--- src/rtl/mmtx_pkg.sv ---
package mmtx_pkg;
  timeunit 1ns;
  timeprecision 1ps;

  // Which edge family captures the parallel words
  typedef enum logic [1:0] {
    SRC_REF    = 2'd0,
    SRC_SHARED = 2'd1,
    SRC_LANE   = 2'd2
  } src_e;
endpackage

--- src/rtl/mmtx_activity.sv ---
module mmtx_activity (
  input  logic clk,
  input  logic rst_n,
  input  logic rise,
  input  logic win_end,
  output logic active
);
  timeunit 1ns;
  timeprecision 1ps;

  logic [1:0] edge_cnt;
  logic [1:0] total;

  // saturating count of rising edges seen in this window, including this cycle
  assign total = (edge_cnt == 2'd2) ? 2'd2 : edge_cnt + {1'b0, rise};

  always_ff @(posedge clk or negedge rst_n) begin
    if (!rst_n) begin
      edge_cnt <= 2'd0;
      active   <= 1'b0;
    end else if (win_end) begin
      edge_cnt <= 2'd0;
      if (total >= 2'd2)
        active <= 1'b1;
      else if (total == 2'd0)
        active <= 1'b0;
    end else if (rise && edge_cnt != 2'd2) begin
      edge_cnt <= edge_cnt + 2'd1;
    end
  end


  judged_only_at_window_end_chk: assert property (@(posedge clk) disable iff (!rst_n)
    !win_end |=> $stable(active));
endmodule

--- src/rtl/mmtx_strobe.sv ---
module mmtx_strobe
  import mmtx_pkg::*;
#(
  parameter int LANES       = 4,
  parameter int WORD_W      = 10,
  parameter int WIN         = 64,
  parameter int SHARED_LANE = 2,
  parameter int GATE_LANE   = 1
) (
  input  logic             clk,
  input  logic             rst_n,
  input  logic             ref_rise,
  input  logic             full_rate,
  input  logic [LANES-1:0] bc_rise,
  output logic [LANES-1:0] strobe
);
  timeunit 1ns;
  timeprecision 1ps;

  localparam int WCW = (WIN > 1) ? $clog2(WIN) : 1;
  localparam int MCW = $clog2(WORD_W + 1);

  logic [WCW-1:0] win_cnt;
  logic           win_end;
  logic           shared_act, gate_act;
  logic [MCW-1:0] mid_cnt;
  logic           ref_stb;
  src_e           src;

  assign win_end = (win_cnt == WCW'(WIN - 1));

  always_ff @(posedge clk or negedge rst_n) begin
    if (!rst_n) win_cnt <= '0;
    else        win_cnt <= win_end ? '0 : win_cnt + 1'b1;
  end

  mmtx_activity u_act_shared (
    .clk     (clk),
    .rst_n   (rst_n),
    .rise    (bc_rise[SHARED_LANE]),
    .win_end (win_end),
    .active  (shared_act)
  );

  mmtx_activity u_act_gate (
    .clk     (clk),
    .rst_n   (rst_n),
    .rise    (bc_rise[GATE_LANE]),
    .win_end (win_end),
    .active  (gate_act)
  );

  always_comb begin
    if (!shared_act)    src = SRC_REF;
    else if (!gate_act) src = SRC_SHARED;
    else                src = SRC_LANE;
  end

  // half-rate reference: second capture one word time after each rising edge
  always_ff @(posedge clk or negedge rst_n) begin
    if (!rst_n)                          mid_cnt <= '0;
    else if (ref_rise)                   mid_cnt <= MCW'(1);
    else if (mid_cnt == MCW'(WORD_W))    mid_cnt <= '0;
    else if (mid_cnt != '0)              mid_cnt <= mid_cnt + 1'b1;
  end

  assign ref_stb = ref_rise | (!full_rate && mid_cnt == MCW'(WORD_W));

  always_comb begin
    for (int g = 0; g < LANES; g++) begin
      case (src)
        SRC_REF:    strobe[g] = ref_stb;
        SRC_SHARED: strobe[g] = bc_rise[SHARED_LANE];
        default:    strobe[g] = bc_rise[g];
      endcase
    end
  end


  ref_captures_all_chk: assert property (@(posedge clk) disable iff (!rst_n)
    (!shared_act && ref_rise) |-> (&strobe));


  shared_captures_all_chk: assert property (@(posedge clk) disable iff (!rst_n)
    (shared_act && !gate_act) |-> (strobe == {LANES{bc_rise[SHARED_LANE]}}));
endmodule

--- src/rtl/mmtx_lane.sv ---
module mmtx_lane #(
  parameter int WORD_W    = 10,
  parameter int TRACK_DLY = 5
) (
  input  logic              clk,
  input  logic              rst_n,
  input  logic              strobe,
  input  logic              lock,
  input  logic [WORD_W-1:0] word,
  output logic              ser
);
  timeunit 1ns;
  timeprecision 1ps;

  localparam int             PW       = $clog2(WORD_W);
  localparam logic [PW-1:0]  LAST     = PW'(WORD_W - 1);
  localparam logic [PW-1:0]  TRACK_PH = PW'(WORD_W - 1 - TRACK_DLY);

  logic [WORD_W-1:0] hold [2];
  logic              wr_sel, rd_sel, primed;
  logic [PW-1:0]     phase;
  logic [WORD_W-1:0] shreg;
  logic              track, load;

  assign track = strobe & ~lock;
  assign load  = (phase == LAST) & primed;
  assign ser   = shreg[0];

  always_ff @(posedge clk or negedge rst_n) begin
    if (!rst_n) begin
      hold[0] <= '0;
      hold[1] <= '0;
      wr_sel  <= 1'b0;
      rd_sel  <= 1'b0;
      primed  <= 1'b0;
      phase   <= '0;
      shreg   <= '1;
    end else begin
      if (strobe) begin
        hold[wr_sel] <= word;
        wr_sel       <= ~wr_sel;
        primed       <= 1'b1;
      end
      if (track) begin
        phase  <= TRACK_PH;
        rd_sel <= wr_sel;
      end else begin
        phase <= (phase == LAST) ? '0 : phase + 1'b1;
        if (load) rd_sel <= ~rd_sel;
      end
      shreg <= load ? hold[rd_sel] : {1'b1, shreg[WORD_W-1:1]};
    end
  end


  idle_high_chk: assert property (@(posedge clk) disable iff (!rst_n)
    !primed |-> ser);


  frozen_phase_chk: assert property (@(posedge clk) disable iff (!rst_n)
    ($past(rst_n) && $past(lock) && $past(phase) != LAST) |-> (phase == $past(phase) + 1'b1));
endmodule

--- src/rtl/mmtx_refdiv.sv ---
module mmtx_refdiv #(
  parameter int WORD_W = 10
) (
  input  logic clk,
  input  logic rst_n,
  input  logic ref_rise,
  output logic div_clk
);
  timeunit 1ns;
  timeprecision 1ps;

  localparam int            PW   = $clog2(WORD_W);
  localparam logic [PW-1:0] LAST = PW'(WORD_W - 1);
  localparam logic [PW-1:0] HALF = PW'(WORD_W / 2);

  logic [PW-1:0] cnt, cnt_nxt;

  always_comb begin
    if (ref_rise)          cnt_nxt = PW'(1);
    else if (cnt == LAST)  cnt_nxt = '0;
    else                   cnt_nxt = cnt + 1'b1;
  end

  always_ff @(posedge clk or negedge rst_n) begin
    if (!rst_n) begin
      cnt     <= '0;
      div_clk <= 1'b0;
    end else begin
      cnt     <= cnt_nxt;
      div_clk <= (cnt_nxt < HALF);
    end
  end
endmodule

--- src/rtl/mmtx_serializer.sv ---
module mmtx_serializer #(
  parameter int LANES       = 4,
  parameter int WORD_W      = 10,
  parameter int WIN         = 64,
  parameter int SHARED_LANE = 2,
  parameter int GATE_LANE   = 1,
  parameter int TRACK_DLY   = 5
) (
  input  logic                    clk,
  input  logic                    rst_n,
  input  logic                    ref_clk_in,
  input  logic                    ref_full_rate,
  input  logic [LANES-1:0]        byte_clk,
  input  logic                    phase_lock,
  input  logic [LANES*WORD_W-1:0] tx_word,
  output logic [LANES-1:0]        ser_out,
  output logic                    ref_div_clk
);
  timeunit 1ns;
  timeprecision 1ps;

  logic             ref_q;
  logic [LANES-1:0] bc_q;
  logic             ref_rise;
  logic [LANES-1:0] bc_rise;
  logic [LANES-1:0] lane_strobe;

  always_ff @(posedge clk or negedge rst_n) begin
    if (!rst_n) begin
      ref_q <= 1'b0;
      bc_q  <= '0;
    end else begin
      ref_q <= ref_clk_in;
      bc_q  <= byte_clk;
    end
  end

  assign ref_rise = ref_clk_in & ~ref_q;
  assign bc_rise  = byte_clk & ~bc_q;

  mmtx_strobe #(
    .LANES       (LANES),
    .WORD_W      (WORD_W),
    .WIN         (WIN),
    .SHARED_LANE (SHARED_LANE),
    .GATE_LANE   (GATE_LANE)
  ) u_strobe (
    .clk       (clk),
    .rst_n     (rst_n),
    .ref_rise  (ref_rise),
    .full_rate (ref_full_rate),
    .bc_rise   (bc_rise),
    .strobe    (lane_strobe)
  );

  for (genvar g = 0; g < LANES; g++) begin : g_lane
    mmtx_lane #(
      .WORD_W    (WORD_W),
      .TRACK_DLY (TRACK_DLY)
    ) u_lane (
      .clk    (clk),
      .rst_n  (rst_n),
      .strobe (lane_strobe[g]),
      .lock   (phase_lock),
      .word   (tx_word[g*WORD_W +: WORD_W]),
      .ser    (ser_out[g])
    );
  end

  mmtx_refdiv #(
    .WORD_W (WORD_W)
  ) u_refdiv (
    .clk      (clk),
    .rst_n    (rst_n),
    .ref_rise (ref_rise),
    .div_clk  (ref_div_clk)
  );
endmodule

--- config.mk ---
export PLATFORM = sky130hd
export DESIGN_NAME = mmtx_serializer
export DESIGN_NICKNAME = d
export VERILOG_FILES = /design/src/rtl/mmtx_pkg.sv /design/src/rtl/mmtx_activity.sv /design/src/rtl/mmtx_strobe.sv /design/src/rtl/mmtx_lane.sv /design/src/rtl/mmtx_refdiv.sv /design/src/rtl/mmtx_serializer.sv
export SDC_FILE = /design/constraint.sdc
export NUM_CORES = 1
export LEC_CHECK = 0
export BUFFER_PORTS_ARGS = -buffer_cell sky130_fd_sc_hd__buf_2
export CORE_MARGIN = 1
export CORE_UTILIZATION = 33
export CTS_CLUSTER_DIAMETER = 30
export DETAILED_ROUTE_END_ITERATION = 12
export SYNTH_ARGS = -nofsm -noshare
export SYNTH_HDL_FRONTEND = slang
export SYNTH_SLANG_ARGS = --single-unit
--- constraint.sdc ---
create_clock -name clk -period 3.8 [get_ports clk]
set_input_delay 0.19 -clock clk [delete_from_list [all_inputs] [get_ports clk]]
set_output_delay 0.19 -clock clk [all_outputs]
set_load 0.01 [all_outputs]
# Word level (Yosys, flattened, before mapping)
# Index checks and enable logic that the tools add are counted.
# Widths: inputs -> output; s select.
# op_classes
add_sub_neg	11
n_lt_le_gt_ge	15
eq_ne	12
muxes	66
bitwise	30
n_reduce_logical	23
# op_table
operator	n
$mux 10	20
$bwmux 20	4
$mux 4	13
$demux 10 s1	4
$add 4x1->4 const B	6
$eq 4x4->1 const B	6
$ge 2x2->1 const B	10
$mux 2	8
$not 1->2	8
$reduce_bool 2->1	8
$mux 1	13
$not 1->1	10
$and 1x1->1	9
$lt 2x1->1 const B	4
$logic_and 1x1->1	7
$add 6x1->6 const B	1
$eq 6x6->1 const B	1
$logic_not 2->1	3
$mux 6	1
$pmux 1 s2	3
$add 2x1->2	2
$add 2x1->2 const B	2
$and 4x4->4	1
$eq 2x2->1 const B	2
other kinds (9)	11
# word_totals
register_bits	174
in_bits	49
output_inout_bits	5
wordCells	195

# Longest topological paths before layout
# Gate-level depths: netlist of run 1.
# logic_depth
depth_word	7
depth_mapped	7
mapped_depth_nobuf	6

# Cells and area by module
# From an unflattened synthesis of run 1, not the netlist that was laid out.
# unflattened
hier_cells	581
area_unflattened_um2	7458.4
# by_module_without_submodules
mod	instances	cells_each	area_per_inst_um2	seq_area_each_um2
mmtx_lane	4	114	1527.7	938.4
mmtx_strobe	1	60	551.8	250.2
mmtx_activity	2	16	175.2	75.1
mmtx_refdiv	1	23	251.5	125.1
mmtx_serializer	1	10	193.9	125.1

# Worst setup path before layout of run 1
# Ideal clock, no wire load.
# synth_timing
path_type	register to register
from	register u_strobe.mid_cnt[0]
to	register g_lane[1].u_lane.phase[2]
setup_time_ns	0.124
t_arrival_ns	1.934
required_ns	3.676
path_slack_ns	1.742
path_stages_with_launch	7
n_path_buf	0
synth_period_minus_slack_ns	2.058
cell_sequence	dfrtp_1 > inv_1 > ha_1 > and4bb_2 > o32ai_4 > nor3_1 > a211o_2
# synth_between
elab_chain_cells	6
# synth_rtl
element	line	text
from (decl)	mmtx_strobe.sv:26	logic [MCW-1:0] mid_cnt;
from (signal assigned)	mmtx_strobe.sv:64	else if (mid_cnt != '0) mid_cnt <= mid_cnt + 1'b1;
$eq 4x4->1	mmtx_strobe.sv:67	assign ref_stb = ref_rise | (!full_rate && mid_cnt == MCW'(WORD_W));
$logic_and 1x1->1	mmtx_strobe.sv:67	
$or 1x1->1	mmtx_strobe.sv:67	
$pmux 1 s2	mmtx_strobe.sv:71	case (src)
$and 1x1->1	mmtx_lane.sv:25	assign track = strobe & ~lock;
$mux 4	mmtx_lane.sv:44	if (track) begin
to (signal assigned)	mmtx_lane.sv:48	phase <= (phase == LAST) ? '0 : phase + 1'b1;
to (decl)	mmtx_lane.sv:21	logic [PW-1:0] phase;
# Every way passes these cells.
# A chain may end at the register's enable or synchronous reset.

# Worst setup path after layout of run 1
# layout_timing
from	register u_strobe.mid_cnt[0]
to	register g_lane[1].u_lane.hold[8] in the netlist's numbering
# layout_between
elab_chain_cells	4
# layout_rtl
element	line	text
$eq 4x4->1	mmtx_strobe.sv:67	
$logic_and 1x1->1	mmtx_strobe.sv:67	
$or 1x1->1	mmtx_strobe.sv:67	
$pmux 1 s2	mmtx_strobe.sv:71	
to (signal, indexed assignment)	mmtx_lane.sv:40	hold[wr_sel] <= word;
to (decl)	mmtx_lane.sv:19	logic [WORD_W-1:0] hold [2];
# Every way passes these cells.

==> results of run 1 <==
## per-layer routing
layer | vias to the layer above | global-route usage [%] | wire length (µm)
met1 | 2234 | 15.76 | 6191
met4 | 0 | 4.714 | 231
li1 | 2187 | - | -
met2 | 82 | 20.65 | 6635
met3 | 19 | 3.584 | 501
met5 | - | 0 | 0
## cell type report
cell class	count	area (µm²)
clock buffers	21	450.4
clock inverters	11	165.2
fillers	2093	13150
inverters	18	67.56
multi-input cells	376	2918
flip-flops and latches	174	4404
well taps	280	350.3
repair buffers	77	519.2
## logic make-up after synthesis
group                    share of synthesized area (%)
flip-flops                                       58.89
AND/OR/NAND/NOR                                  9.453
multiplexers                                     18.42
AO/OA/AOI/OAI                                    5.906
buffers and inverters                            2.091
XOR/XNOR                                         2.225
adder cells (fa/ha/maj)                          3.012
## cell usage after synthesis, types with 2 or more instances
| master | number | share of area (%) |
|---|---|---|
| a211o_1 | 3 | 0.35 |
| a211oi_1 | 3 | 0.30 |
| a21oi_1 | 16 | 1.1 |
| and2_1 | 2 | 0.17 |
| and3_1 | 3 | 0.25 |
| and3b_1 | 5 | 0.59 |
| buf_1 | 4 | 0.20 |
| buf_2 | 5 | 0.33 |
| buf_4 | 4 | 0.40 |
| clkbuf_1 | 5 | 0.25 |
| dfrtp_1 | 134 | 45 |
| dfstp_2 | 40 | 14 |
| ha_1 | 18 | 3.0 |
| inv_1 | 18 | 0.90 |
| mux2_2 | 85 | 13 |
| mux2i_1 | 42 | 5.6 |
| nand2_1 | 53 | 2.7 |
| nand2b_1 | 5 | 0.42 |
| nand3_1 | 10 | 0.67 |
| nand3b_1 | 3 | 0.30 |
| nor2_1 | 20 | 1.0 |
| nor2b_1 | 4 | 0.33 |
| nor3_1 | 14 | 0.94 |
| nor3_4 | 3 | 0.65 |
| nor3b_1 | 4 | 0.40 |
| o21ai_0 | 48 | 3.2 |
| or2_2 | 3 | 0.25 |
| or3_1 | 2 | 0.17 |
| xnor2_1 | 12 | 1.4 |
| xor2_1 | 7 | 0.82 |
## registers in the layout (all words and copies together) (netlist names), 6 cells and up
name,flops
u_strobe.win_cnt,6
g_lane.u_lane.shreg,40
g_lane.u_lane.hold,80
g_lane.u_lane.phase,16
## what timing repair did
| action | in CTS | in global routing |
|---|---|---|
| hold buffers | 21 | 1 |
| gates resized for setup | 0 | 0 |
| endpoints found under the hold margin | 111 | 1 |
## metrics by stage
step / power, mW / cells / utilization (%) / hold slack (ns)
floorplan: 4.560 / 586 / - / -0.1056
CTS: 6.884 / 956 / 40.25 / 0.0003888
global placement: 4.849 / 903 / 36.50 / 0.3129
detailed placement: 5.026 / 903 / 36.50 / 0.3146
global route: 7.271 / 957 / 40.29 / 0.003674
finish: 6.789 / 957 / 40.29 / 0.01922
## where the power goes
part / total, mW / leakage (nW) / internal (mW) / switching (mW)
Clock: 1.81 / 0.289 / 1.11 / 0.696
Combinational: 1.70 / 1.74 / 0.999 / 0.703
Sequential: 3.28 / 2.00 / 2.71 / 0.564
## final timing paths
check	end	slack [ns]	depth (start not counted)
setup reg to reg	g_lane[1].u_lane.hold[8]$_DFFE_PN0P_	1.34	6
hold / removal	g_lane[1].u_lane.hold[11]$_DFFE_PN0P_	0.02	2
max in group asynchronous	g_lane[1].u_lane.shreg[8]$_DFF_PN1_	2.41	3
hold reg to reg	g_lane[2].u_lane.shreg[9]$_DFF_PN1_	0.44	1
setup / recovery	g_lane[1].u_lane.hold[8]$_DFFE_PN0P_	1.34	6
min in group asynchronous	g_lane[2].u_lane.hold[7]$_DFFE_PN0P_	0.43	2
==> results.ini, run 1 <==
[outcome]
status = complete, but fails checks
violations = DRC

[die]
dieArea_um2 = 23270
die_y_um = 152.5
coreArea_um2 = 22030
start_util_pct = 33.95
core.rowCount = 54
ioPinCount = 54
die_x_um = 152.5

[sta]
maxSlewViolCount = 0
max_slew_margin_pct = 34.53
tightest_slew_ns = 0.9821
post-route-min-period_ns = 2.464
fin_ws_ns = 1.336
max_clock_freq_mhz = 405.8
rsz0062_at_grt = no
tns_ns = 0
setup_viol = 0
fin_crit_sh_pct = 64.85
finClkSkew_ns = 0.009237
finalHoldViolations = 0

[drt]
ant_nets = 0
drtIter0Drc = 179
avgViaCountPerCell = 4.725
wl_per_cell_um = 14.17
first_pass_iters = 10
num_vias = 4522
wl_um = 13560
drc_errors = 2

[logic_synthesis]
synth.net_count = 653
synth_area_um2 = 7478
avgSynthCellArea_um2 = 12.76
synthCells = 586
synth_edf_count = 0
ys_async_sr_fraction_pct = 100.0
ys_ff_latch = 174
ys_warn_count = 0
ys_seq_area_share_pct = 58.89
synth.distinct_cells = 41
synth-main-ff-cell = dfrtp_1

[setup_path]
cp_max_fo = 10
start_kind = flop
worstPathArrival_ns = 2.77
critPathKind = reg2reg
cp.required_ns = 4.10
worstPathCellList = inv_1 > ha_1 > and4bb_2 > o32a_2 > nand3b_1 > mux2_2
path_delay_family = simple AND/OR/NAND/NOR gates
cp_num_buf_inv = 1
slowest_delay_ns = 0.48
critPathLaunch = u_strobe.mid_cnt[0]$_DFFE_PN0P_
crit_slowest_cell = nand3b_1
cp-end-kind = flop
reg2reg_from = u_strobe.mid_cnt[0]$_DFFE_PN0P_

[power_and_ir_drop]
p_leak_nw = 4.028
irDropWorstVdd_v = 0.0002597
powerDensity_nw_per_um2 = 765.0

[placement]
pre_cts_slack_ns = 1.349
place_hpwl_um = 9158
placed_area_um2 = 8039
routabilityCongestion = 0.7037
io_buffers = 53

[cells_and_area]
finish.instance_area_um2 = 8875
layout_commonest_cell = dfrtp_1
drive_gt1_share_pct = 32.94
syn2layout_area_growth_pct = 18.67
antenna_cells = 0
nNetsFinal = 731
layout_common_cells = dfrtp_1, mux2_2, nand2_1, buf_2, o21ai_0

[min_path]
min_from = tx_word[11]
hp-class = in2reg

[cts]
cts_buffer_depth = 2
cts_setup_buffers = 0
clkLatencyLatePin_ns = 0.42
tritoncts = done
cts_buffers = 17
cts-root-buf = clkbuf_16
htree_levels = 4
clkSlewWorstSetupHoldPaths_ns = 0.06
clkSinkCount = 174

[grt]
grt_use_total_pct = 12.58
grt_max_degree = 107
gr-total-overflow = 0
antenna_found_initial = 0
grt_pass1_wl_um = 23280
grt_pass1_vias = 4848

[flow_run]
timing.max_cap.violations = 0

(Power assumes the default switching activity.)
==> run 2: changes to the inputs <==
==> constraint.sdc (replaced) <==
create_clock -name clk -period 2.4 [get_ports clk]
set_input_delay 0.12 -clock clk [delete_from_list [all_inputs] [get_ports clk]]
set_output_delay 0.12 -clock clk [all_outputs]
set_load 0.01 [all_outputs]
==> run 2 against run 1 <==
  * The flow still finishes with violations (DRC)
  * Sequential cell count unchanged
  * Combinational power up 65%
  * Via count rose by 3.8%
  * Critical path depth did not move
  * Core utilization up 1.6 points
  * Register-to-register slack worse by 1.2 ns
  * Power rose by 58%
==> results.ini, run 2 (synthesis results as in run 1) <==
[power_and_ir_drop]
power_mw = 10.71  ; +58%
p_leak_nw = 4.213  ; +4.6%
powerDensity_nw_per_um2 = 1161  ; +52%
irDropWorstVdd_v = 0.0004565  ; +76%

[cts]
htree_levels = 4  ; unchanged
clkSinkCount = 174  ; unchanged
clkLatencyLatePin_ns = 0.42  ; about the same
cts-root-buf = clkbuf_16
cts_buffers = 17  ; unchanged
tritoncts = done
cts_buffer_depth = 2  ; unchanged
cts_setup_buffers = 0  ; unchanged
clkSlewWorstSetupHoldPaths_ns = 0.06  ; about the same

[grt]
grt_use_total_pct = 13.04  ; +0.46 points
grt_pass1_wl_um = 24040  ; +3.3%
grt_max_degree = 62  ; -42%
grt_pass1_vias = 5018  ; +3.5%
gr-total-overflow = 0  ; unchanged
antenna_found_initial = 0  ; unchanged

[sta]
fin_crit_sh_pct = 94.76  ; +30 points
post-route-min-period_ns = 2.274  ; -0.1899 ns
setup_viol = 0  ; unchanged
maxSlewViolCount = 0  ; unchanged
max_slew_margin_pct = 56.55  ; +22 points
max_clock_freq_mhz = 439.7  ; +8.4%
tns_ns = 0  ; unchanged
fin_ws_ns = 0.1257  ; -1.210 ns
finalHoldViolations = 0  ; unchanged
finClkSkew_ns = 0.007422  ; -0.001815 ns
tightest_slew_ns = 0.6518  ; -0.3304 ns
holdWs_ns = 0.07295  ; +0.05373 ns
rsz0062_at_grt = no

[flow_run]
timing.max_cap.violations = 0  ; unchanged

[cells_and_area]
largest_register_ffs = 80  ; unchanged
syn2layout_area_growth_pct = 23.37
layout_common_cells = dfrtp_1, mux2_2, nand2_1, buf_2, o21ai_0
drive_gt1_share_pct = 33.80  ; +0.86 points
largest-register = g_lane.u_lane.hold
nNetsFinal = 773  ; +5.7%
final_cells = 999  ; +4.4%
layout_commonest_cell = dfrtp_1
antenna_cells = 0  ; unchanged
largestRegisters = g_lane.u_lane.hold (80), g_lane.u_lane.shreg (40), g_lane.u_lane.phase (16)
finish.instance_area_um2 = 9226  ; +4.0%
nFillCells = 2069  ; -1.1%
final_util_pct = 41.89  ; +1.6 points

[setup_path]
slowest_delay_ns = 0.48  ; about the same
worstPathCellList = inv_1 > ha_1 > and4bb_2 > or3_2 > nand3_2 > mux2_2
path_delay_family = simple AND/OR/NAND/NOR gates
critPathKind = reg2reg
cp.required_ns = 2.71  ; -1.39 ns
cp_num_buf_inv = 1  ; unchanged
regToRegSetupSlack_ns = 0.13  ; -1.21 ns
start_kind = flop
cp_max_fo = 10  ; unchanged
cp-end-kind = flop
crit_slowest_cell = or3_2
worstPathArrival_ns = 2.58  ; -0.19 ns

[placement]
placed_area_um2 = 8174  ; +1.7%
io_buffers = 53  ; unchanged
place_hpwl_um = 9585  ; +4.7%
routabilityCongestion = 0.7288  ; +3.6%
dpl.cell_count = 921  ; +2.0%
pre_cts_slack_ns = 0.1387  ; -1.210 ns

[die]
dieArea_um2 = 23270  ; unchanged
coreArea_um2 = 22030  ; unchanged
die_x_um = 152.5  ; unchanged
ioPinCount = 54  ; unchanged
core.rowCount = 54  ; unchanged
die_y_um = 152.5  ; unchanged
start_util_pct = 33.95  ; unchanged

[drt]
ant_nets = 0  ; unchanged
drc_errors = 3  ; +1
num_vias = 4696  ; +3.8%
first_pass_iters = 10  ; unchanged
avgViaCountPerCell = 4.701  ; -0.52%
wl_um = 13990  ; +3.2%
wl_per_cell_um = 14.01  ; -1.1%
drtIter0Drc = 243  ; +36%

[min_path]
hp-class = in2reg

[outcome]
violations = DRC
status = complete, but fails checks

[run 2: changes by cell type in the layout (fill, tap and decap cells not counted), sizes merged]
cell,before,now
dlygate4sd3,22,46
bufinv,4,2
clkinvlp,4,2
clkinv,3,6
clkbuf,21,22
buf,55,73
[run 2: repair_timing]
action / 4_1_cts / 5_1_grt
hold buffers: 46 / 0
hold endpoints to repair: 132 / 0
resized for setup: 0 / 1
setup endpoints to repair: 0 / 1
[run 2: area by class of cell]
cell class	count	area (µm²)	area share, %
Tap cell	280	350.3	3.797
Clock inverter	10	112.6	1.221
Sequential cell	174	4404	47.74
Multi-Input combinational cell	376	2923	31.68
Inverter	18	67.56	0.7323
Timing Repair Buffer	119	894.6	9.696
Clock buffer	22	474.2	5.140
[run 2: routing by layer]
layer | part of all wire [%] | GRT usage (%) | wire length, µm | vias up
met5 | 0 | 0 | 0 | -
met4 | 1.5 | 5.147 | 206 | 0
met3 | 3.2 | 3.584 | 446 | 17
met2 | 50 | 22.49 | 7061 | 63
met1 | 45 | 15.40 | 6277 | 2339
li1 | - | - | - | 2277
[run 2: worst paths after layout]
path,startpoint,end,cells past startpoint
setup / recovery,u_strobe.mid_cnt[0]$_DFFE_PN0P_,g_lane[2].u_lane.hold[0]$_DFFE_PN0P_,6
hold / removal,phase_lock,g_lane[0].u_lane.phase[3]$_DFF_PN0_,3
setup reg to reg,u_strobe.mid_cnt[0]$_DFFE_PN0P_,g_lane[2].u_lane.hold[0]$_DFFE_PN0P_,6
hold reg to reg,g_lane[2].u_lane.primed$_DFFE_PN0N_,g_lane[2].u_lane.shreg[9]$_DFF_PN1_,1
max in group asynchronous,rst_n,g_lane[1].u_lane.shreg[1]$_DFF_PN1_,3
min in group asynchronous,rst_n,g_lane[2].u_lane.hold[17]$_DFFE_PN0P_,2
[run 2: worst reg2reg max path, delay by kind of cell (launching register included)]
family / cells / cell delay [ns]
multiplexers: 1 / 0.38
AND/OR/NAND/NOR: 3 / 1.02
buffers and inverters: 1 / 0.10
flip-flops: 1 / 0.43
adder cells (fa/ha/maj): 1 / 0.23
[run 2: report_power, final]
part	total, mW	switching (mW)	internal (mW)
registers	5.19	0.894	4.29
clock network	2.72	1.11	1.61
logic	2.80	1.15	1.65
